### config.mk
export PLATFORM = sky130hd
export DESIGN_NAME = page_rewrite_seq
export DESIGN_NICKNAME = d
export VERILOG_FILES = /design/src/rtl/rw_pkg.sv /design/src/rtl/rw_frame_rx.sv /design/src/rtl/rw_cmd_decode.sv /design/src/rtl/rw_arbiter.sv /design/src/rtl/rw_phase_fsm.sv /design/src/rtl/page_rewrite_seq.sv
export SDC_FILE = /design/constraint.sdc
export NUM_CORES = 1
export LEC_CHECK = 0
export BUFFER_PORTS_ARGS = -buffer_cell sky130_fd_sc_hd__buf_2
export CAP_MARGIN = 20
export CORE_MARGIN = 2
export CORE_UTILIZATION = 49
export CTS_CLUSTER_SIZE = 25
export DETAILED_ROUTE_END_ITERATION = 16
export PLACE_DENSITY = 0.8
export RECOVER_POWER = 50
export SYNTH_ARGS = -nofsm -noshare
export SYNTH_HDL_FRONTEND = slang
export SYNTH_SLANG_ARGS = --single-unit
### constraint.sdc
create_clock -name clk -period 1.6 [get_ports clk]
set_input_delay 0.08 -clock clk [delete_from_list [all_inputs] [get_ports clk]]
set_output_delay 0.08 -clock clk [all_outputs]
set_load 0.005 [all_outputs]
### src/rtl/rw_pkg.sv
package rw_pkg;

  localparam logic [7:0] OPC_RW_BUF0 = 8'h58;
  localparam logic [7:0] OPC_RW_BUF1 = 8'h59;
  localparam int unsigned OPC_W = 8;

  typedef enum logic [1:0] {
    ST_IDLE = 2'd0,
    ST_COPY = 2'd1,
    ST_PROG = 2'd2
  } rw_state_t;

  typedef enum logic {
    PH_COPY = 1'b0,
    PH_PROG = 1'b1
  } rw_phase_t;

endpackage

### src/rtl/rw_frame_rx.sv
module rw_frame_rx #(
  parameter int unsigned FRAME_W = 32
) (
  input  logic               clk,
  input  logic               rst_n,
  input  logic               cs_n,
  input  logic               bit_vld,
  input  logic               bit_dat,
  output logic [FRAME_W-1:0] frame,
  output logic               frame_full,
  output logic               cs_rise
);

  localparam int unsigned CNT_W = $clog2(FRAME_W + 1);
  localparam logic [CNT_W-1:0] CNT_FULL = CNT_W'(FRAME_W);

  logic [FRAME_W-1:0] sr_q, sr_d;
  logic [CNT_W-1:0]   cnt_q, cnt_d;
  logic               cs_q;
  logic               shift_en;

  // accept bits only while selected and until the frame is full
  assign shift_en = !cs_n && bit_vld && (cnt_q != CNT_FULL);

  always_comb begin
    sr_d  = sr_q;
    cnt_d = cnt_q;
    if (cs_n) begin
      cnt_d = '0;
    end else if (shift_en) begin
      sr_d  = {sr_q[FRAME_W-2:0], bit_dat};
      cnt_d = cnt_q + 1'b1;
    end
  end

  always_ff @(posedge clk or negedge rst_n) begin
    if (!rst_n) begin
      sr_q  <= '0;
      cnt_q <= '0;
      cs_q  <= 1'b1;
    end else begin
      sr_q  <= sr_d;
      cnt_q <= cnt_d;
      cs_q  <= cs_n;
    end
  end

  assign frame      = sr_q;
  assign frame_full = (cnt_q == CNT_FULL);
  assign cs_rise    = cs_n && !cs_q;

  // bit count never passes a full frame
  p_cnt_bound_r3: assert property (@(posedge clk) disable iff (!rst_n)
    cnt_q <= CNT_FULL);

endmodule

### src/rtl/rw_cmd_decode.sv
module rw_cmd_decode
  import rw_pkg::*;
#(
  parameter int unsigned PAGE_W     = 10,
  parameter int unsigned RSVD_W     = 5,
  parameter int unsigned DC_W       = 9,
  parameter int unsigned PROT_PAGES = 256,
  localparam int unsigned FRAME_W   = OPC_W + RSVD_W + PAGE_W + DC_W
) (
  input  logic [FRAME_W-1:0] frame,
  input  logic               frame_full,
  input  logic               cs_rise,
  input  logic               wp_n,
  output logic               cmd_hit,
  output logic               cmd_buf,
  output logic [PAGE_W-1:0]  cmd_page,
  output logic               cmd_wp_block
);

  localparam int unsigned OPC_LSB  = FRAME_W - OPC_W;
  localparam int unsigned PAGE_LSB = DC_W;
  localparam logic [PAGE_W:0] PROT_LIM = (PAGE_W+1)'(PROT_PAGES);

  logic [OPC_W-1:0] opc;
  logic             opc_match;

  assign opc      = frame[OPC_LSB +: OPC_W];
  assign cmd_page = frame[PAGE_LSB +: PAGE_W];

  always_comb begin
    opc_match = 1'b0;
    cmd_buf   = 1'b0;
    unique case (opc)
      OPC_RW_BUF0: opc_match = 1'b1;
      OPC_RW_BUF1: begin
        opc_match = 1'b1;
        cmd_buf   = 1'b1;
      end
      default: ;
    endcase
  end

  assign cmd_hit      = cs_rise && frame_full && opc_match;
  assign cmd_wp_block = !wp_n && ({1'b0, cmd_page} < PROT_LIM);

endmodule

### src/rtl/rw_arbiter.sv
module rw_arbiter (
  input  logic clk,
  input  logic rst_n,
  input  logic cmd_hit,
  input  logic cmd_wp_block,
  input  logic rw_active,
  input  logic oth_busy,
  input  logic oth_req,
  input  logic oth_is_array,
  output logic launch,
  output logic busy,
  output logic oth_grant,
  output logic oth_reject,
  output logic err
);

  logic grant_q, grant_d;
  logic rej_q, rej_d;
  logic err_q, err_d;
  logic cmd_refused;

  assign busy        = rw_active || oth_busy;
  assign launch      = cmd_hit && !busy && !cmd_wp_block;
  assign cmd_refused = cmd_hit && (busy || cmd_wp_block);

  always_comb begin
    grant_d = 1'b0;
    rej_d   = 1'b0;
    if (oth_req) begin
      if (!oth_is_array) begin
        grant_d = 1'b1;
      end else if (busy || launch) begin
        rej_d = 1'b1;
      end else begin
        grant_d = 1'b1;
      end
    end
    err_d = err_q || cmd_refused || rej_d;
  end

  always_ff @(posedge clk or negedge rst_n) begin
    if (!rst_n) begin
      grant_q <= 1'b0;
      rej_q   <= 1'b0;
      err_q   <= 1'b0;
    end else begin
      grant_q <= grant_d;
      rej_q   <= rej_d;
      err_q   <= err_d;
    end
  end

  assign oth_grant  = grant_q;
  assign oth_reject = rej_q;
  assign err        = err_q;

  p_err_sticky_r9: assert property (@(posedge clk) disable iff (!rst_n)
    err |=> err);
  p_grant_excl_r8: assert property (@(posedge clk) disable iff (!rst_n)
    !(oth_grant && oth_reject));
  p_buf_grant_r8: assert property (@(posedge clk) disable iff (!rst_n)
    oth_req && !oth_is_array |=> oth_grant);
  p_reject_err_r8: assert property (@(posedge clk) disable iff (!rst_n)
    oth_reject |-> err);

endmodule

### src/rtl/rw_phase_fsm.sv
module rw_phase_fsm
  import rw_pkg::*;
#(
  parameter int unsigned PAGE_W = 10
) (
  input  logic              clk,
  input  logic              rst_n,
  input  logic              launch,
  input  logic              cmd_buf,
  input  logic [PAGE_W-1:0] cmd_page,
  input  logic              arr_done,
  output logic              arr_req,
  output logic              arr_phase,
  output logic              arr_buf,
  output logic [PAGE_W-1:0] arr_page,
  output logic              rw_active
);

  rw_state_t         st_q, st_d;
  logic [PAGE_W-1:0] page_q;
  logic              buf_q;
  logic              ld_en;

  assign ld_en = launch && (st_q == ST_IDLE);

  always_comb begin
    st_d = st_q;
    unique case (st_q)
      ST_IDLE: if (launch)   st_d = ST_COPY;
      ST_COPY: if (arr_done) st_d = ST_PROG;
      ST_PROG: if (arr_done) st_d = ST_IDLE;
      default: st_d = ST_IDLE;
    endcase
  end

  always_ff @(posedge clk or negedge rst_n) begin
    if (!rst_n) begin
      st_q <= ST_IDLE;
    end else begin
      st_q <= st_d;
    end
  end

  always_ff @(posedge clk or negedge rst_n) begin
    if (!rst_n) begin
      page_q <= '0;
      buf_q  <= 1'b0;
    end else if (ld_en) begin
      page_q <= cmd_page;
      buf_q  <= cmd_buf;
    end
  end

  assign arr_req   = (st_q != ST_IDLE);
  assign arr_phase = (st_q == ST_PROG) ? PH_PROG : PH_COPY;
  assign arr_buf   = buf_q;
  assign arr_page  = page_q;
  assign rw_active = arr_req;

  p_hold_r4: assert property (@(posedge clk) disable iff (!rst_n)
    arr_req && !arr_done |=> arr_req && $stable(arr_phase) && $stable(arr_page) && $stable(arr_buf));
  p_step_r4: assert property (@(posedge clk) disable iff (!rst_n)
    arr_req && arr_done && (arr_phase == PH_COPY) |=> arr_req && (arr_phase == PH_PROG));
  p_end_r4: assert property (@(posedge clk) disable iff (!rst_n)
    arr_req && arr_done && (arr_phase == PH_PROG) |=> !arr_req);
  p_start_copy_r2: assert property (@(posedge clk) disable iff (!rst_n)
    $rose(arr_req) |-> (arr_phase == PH_COPY));

endmodule

### src/rtl/page_rewrite_seq.sv
module page_rewrite_seq
  import rw_pkg::*;
#(
  parameter int unsigned PAGE_W     = 10,
  parameter int unsigned RSVD_W     = 5,
  parameter int unsigned DC_W       = 9,
  parameter int unsigned PROT_PAGES = 256
) (
  input  logic              clk,
  input  logic              rst_n,
  input  logic              cs_n,
  input  logic              bit_vld,
  input  logic              bit_dat,
  input  logic              wp_n,
  output logic              arr_req,
  output logic              arr_phase,
  output logic              arr_buf,
  output logic [PAGE_W-1:0] arr_page,
  input  logic              arr_done,
  input  logic              oth_req,
  input  logic              oth_is_array,
  input  logic              oth_busy,
  output logic              oth_grant,
  output logic              oth_reject,
  output logic              busy,
  output logic              err
);

  localparam int unsigned FRAME_W = OPC_W + RSVD_W + PAGE_W + DC_W;

  logic [1:0]         rst_sync_q;
  logic               rst_core_n;
  logic [FRAME_W-1:0] frame;
  logic               frame_full;
  logic               cs_rise;
  logic               cmd_hit;
  logic               cmd_buf;
  logic [PAGE_W-1:0]  cmd_page;
  logic               cmd_wp_block;
  logic               launch;
  logic               rw_active;

  // asynchronous assert, synchronous release
  always_ff @(posedge clk or negedge rst_n) begin
    if (!rst_n) begin
      rst_sync_q <= 2'b00;
    end else begin
      rst_sync_q <= {rst_sync_q[0], 1'b1};
    end
  end
  assign rst_core_n = rst_sync_q[1];

  rw_frame_rx #(.FRAME_W(FRAME_W)) rx_i (
    .clk        (clk),
    .rst_n      (rst_core_n),
    .cs_n       (cs_n),
    .bit_vld    (bit_vld),
    .bit_dat    (bit_dat),
    .frame      (frame),
    .frame_full (frame_full),
    .cs_rise    (cs_rise)
  );

  rw_cmd_decode #(
    .PAGE_W     (PAGE_W),
    .RSVD_W     (RSVD_W),
    .DC_W       (DC_W),
    .PROT_PAGES (PROT_PAGES)
  ) dec_i (
    .frame        (frame),
    .frame_full   (frame_full),
    .cs_rise      (cs_rise),
    .wp_n         (wp_n),
    .cmd_hit      (cmd_hit),
    .cmd_buf      (cmd_buf),
    .cmd_page     (cmd_page),
    .cmd_wp_block (cmd_wp_block)
  );

  rw_arbiter arb_i (
    .clk          (clk),
    .rst_n        (rst_core_n),
    .cmd_hit      (cmd_hit),
    .cmd_wp_block (cmd_wp_block),
    .rw_active    (rw_active),
    .oth_busy     (oth_busy),
    .oth_req      (oth_req),
    .oth_is_array (oth_is_array),
    .launch       (launch),
    .busy         (busy),
    .oth_grant    (oth_grant),
    .oth_reject   (oth_reject),
    .err          (err)
  );

  rw_phase_fsm #(.PAGE_W(PAGE_W)) fsm_i (
    .clk       (clk),
    .rst_n     (rst_core_n),
    .launch    (launch),
    .cmd_buf   (cmd_buf),
    .cmd_page  (cmd_page),
    .arr_done  (arr_done),
    .arr_req   (arr_req),
    .arr_phase (arr_phase),
    .arr_buf   (arr_buf),
    .arr_page  (arr_page),
    .rw_active (rw_active)
  );

  p_req_busy_r5: assert property (@(posedge clk) disable iff (!rst_core_n)
    arr_req |-> busy);
  p_wp_guard_r7: assert property (@(posedge clk) disable iff (!rst_core_n)
    $rose(arr_req) |-> $past(wp_n) || ({1'b0, arr_page} >= (PAGE_W+1)'(PROT_PAGES)));
  p_other_busy_r5: assert property (@(posedge clk) disable iff (!rst_core_n)
    oth_busy |-> busy);

endmodule

==> results by group <==
Run status
  • Status: complete, but fails checks
  • Failing checks: setup timing

Power
  • Sequential Power Share: 49.2%
  • Combinational power share: 14.3%
  • Net Sw Power: 0.000848 W
  • Pwr dens: 1100 mW/mm2
  • Leak: 1.72 nW
  • Sw Ratio: 23.3%
  • Max VDD drop: 0.849 mV
  • Int Power: 0.00279 W
  • Clock power share: 36.5%

Placed design
  • DPL Wire Length: 2.65 mm
  • Dpl cell area: 0.00288 mm2
  • Routability cong.: 0.787
  • # port buffers: 26

CTS
  • Clk sink count: 57
  • H-Tree Depth: 3
  • CTS Root Cell: clkbuf_8
  • Maximum root-to-sink buffer count: 2
  • TritonCTS buffer count: 9
  • CTS tree: yes
  • Clock latency at the later pin of the worst-skew pair: 0.34 ns
  • CTS clk-pin slew, worst paths: 0.06 ns

Timing
  • RSZ-0062 raised after global routing: true
  • Max Slew Vio Count: 0
  • Fmax: 0.583 GHz
  • Final setup margin: -0.115 ns
  • Min Hold Slack: 0.0430 ns
  • Actual slew at the worst max-slew pin: 0.753 ns
  • Final setup violation count: 46
  • Period minus WS final: 1.71 ns
  • Hold Vio Cnt, Final: 0
  • Slew HR: 49.8%
  • Period Utilization, post-route: 107%
  • Clk_skew: 0.00738 ns

Logic synthesis
  • Warnings, synthesis: 0
  • Synth Area in Compound Gates: 3.58%
  • Yosys cell types: 36
  • Simple-gate portion of the synthesized area: 8.02%
  • Dominant cell type by area after synthesis: dfrtp_1
  • Cells taking the most area after synthesis: dfrtp_1 (56%), mux2_4 (24%), buf_6 (1.8%)
  • Post-synthesis cell area: 0.00248 mm2
  • Sequential cell area fraction in the yosys report: 57.5%
  • Largest family of logic cells by synthesized area: multiplexers
  • Syn nets: 166
  • Cells after Synth: 154
  • Post-Syn Area per Cell: 16.1 um2
  • Post-synthesis adder-cell area fraction: 1.01%
  • Flops & latches, synth: 57
  • XOR/XNOR Fraction of Synth Area: 1.77%
  • Share of the synthesized area in the top cell type: 56.5%
  • Post-synthesis mux area share: 25.5%

Run
  • Max Cap Viol: 0

Routing
  • DRT antenna net count: 0
  • Avg Vias per Cell: 4.87
  • Drt first pass iters: 3
  • WL final: 4.61 mm
  • 1st-iter DRT viols: 55
  • Wire length per cell: 15.7 um
  • Drc violations: 0
  • Vias: 1426

Setup path
  • Setup crit end kind: flop
  • Top delay family on crit path: simple AND/OR/NAND/NOR gates
  • Crit-path cells: inv_2, ha_4, and4bb_2, nand4_4, nor2_4, mux2_4
  • Critical path startpoint category: flop
  • Critical path peak fanout: 5
  • Critical-path top delay cell: dfrtp_1
  • WP data required: 1.83 ns
  • Crit path buffers/inverters: 1
  • CP arrival: 1.94 ns
  • Critical path's largest stage delay: 0.39 ns
  • Critical path class: reg -> reg

Final layout
  • Most common cell after layout, fill and taps aside: dfrtp_1
  • Sequential standard cell area: 0.00143 mm2
  • Post-layout instance area: 0.00329 mm2
  • Fill cell count: 351
  • Area of the multi-input gates: 0.00110 mm2
  • Layout Nets: 234
  • P&R area growth vs syn: 32.8%
  • Layout cells sized above 1: 58.0%
  • Antenna Cells: 0
  • Leading cell types in the layout, fill and taps excluded: dfrtp_1 (56), mux2_4 (42), buf_2 (25)

Floorplanning
  • DIE WIDTH: 75.2 um
  • Core Region: 0.00482 mm2
  • Die H: 75.2 um
  • # IOs: 27
  • Rows: 25
  • Die footprint: 0.00565 mm2
  • Starting Density: 51.5%

Global routing
  • Vias in the first global route: 1509
  • Initial antenna violation count: 0
  • First-pass GRT wire length: 7.42 mm
  • Total global routing overflow: 0
  • GRT Util Overall: 18.9%
  • Pin count of the biggest net entering global routing: 20

Hold path
  • Hold crit path type: in -> async
-- path summary, 6_finish.rpt --
check                      slack [ns]          start  depth (start not counted)                end
setup / recovery                -0.11  rx_i.cnt_q[0]                          6  fsm_i.arr_page[2]
hold / removal                   0.04          rst_n                          2      rst_sync_q[1]
setup reg to reg                -0.11  rx_i.cnt_q[0]                          6  fsm_i.arr_page[2]
hold reg to reg                  0.31  rst_sync_q[1]                          0      rx_i.frame[2]
max in group asynchronous        0.33  rst_sync_q[1]                          1          rx_i.cs_q
min in group clk                 0.04       oth_busy                          4    arb_i.oth_grant
-- power groups by stage --
stage	registers (W)	logic, W	clock network [W]
6_report	0.00179	0.000520	0.00133
5_1_grt	0.00182	0.000567	0.00143
4_1_cts	0.00179	0.000518	0.00137
3_5_place_dp	0.00181	0.000463	0
3_3_place_gp	0.00180	0.000453	0
2_1_floorplan	0.00178	0.000361	0
-- state kept, by name, summed over array words and instances, names as in the netlist, 2 cells and up --
name            cells
fsm_i.st_q          2
rx_i.cnt_q          6
fsm_i.arr_page     10
rst_sync_q          2
rx_i.frame         32
-- through the flow --
| stage | instances | total power (W) | util (%) | setup WS, ns | setup TNS (ns) |
|---|---|---|---|---|---|
| global route | 293 | 0.00382 | 68.4 | -0.202 | -6.97 |
| detailed placement | 263 | 0.00227 | 59.9 | -0.0987 | -3.43 |
| global placement | 263 | 0.00226 | 59.9 | -0.0753 | -2.64 |
| CTS | 290 | 0.00368 | 67.8 | -0.111 | -2.65 |
| finish | 293 | 0.00364 | 68.4 | -0.115 | -2.84 |
| floorplan | 154 | 0.00214 | - | -0.141 | -5.29 |
-- routing by layer --
layer | up-vias | routed length (um) | track usage, %
li1 | 678 | - | -
met1 | 711 | 2000 | 22.7
met2 | 28 | 2310 | 29.6
met3 | 9 | 217 | 8.17
met4 | 0 | 81 | 8.58
met5 | - | 0 | 0
-- area by class of cell --
type / count / share of cell area, %
flip-flops and latches: 57 / 43.3
multi-input cells: 90 / 33.3
repair buffers: 60 / 14.4
clock buffers: 12 / 4.71
well taps: 67 / 2.54
clock inverters: 3 / 1.22
inverters: 4 / 0.456
-- cells by family (layout without fill, tap and decap cells) --
kind of cell | count (synthesis) | count (layout)
other cells | 1 | 1
mux | 43 | 43
xor+xnor | 5 | 5
buf+inv | 8 | 79
flops | 57 | 57
compound gates | 11 | 11
simple gates | 27 | 28
fa+ha+maj | 2 | 2
-- synthesized netlist by cell type, drive strengths merged --
library cell	instances
a21boi	1
a21oi	1
a22oi	1
and3	2
and4bb	2
buf	4
conb	1
dfrtp	56
dfstp	1
ha	2
inv	4
mux2	42
mux2i	1
nand2	2
nand2b	2
nand3	1
nand4	3
nand4bb	1
nor2	8
nor2b	1
nor3	1
nor3b	2
o211ai	1
o21ai	4
o31ai	2
o32ai	1
or2	2
xnor2	1
xor2	4
-- timing repair --
action                                  CTS  global route
pin swaps                                 4             2
endpoints found under the setup margin   43            46
cloned                                    3             0
setup buffers                             3             3
hold endpoints to repair                  7             0
hold buffers                              6             0
gates resized for setup                   9             9
(Power assumes the default switching activity.)
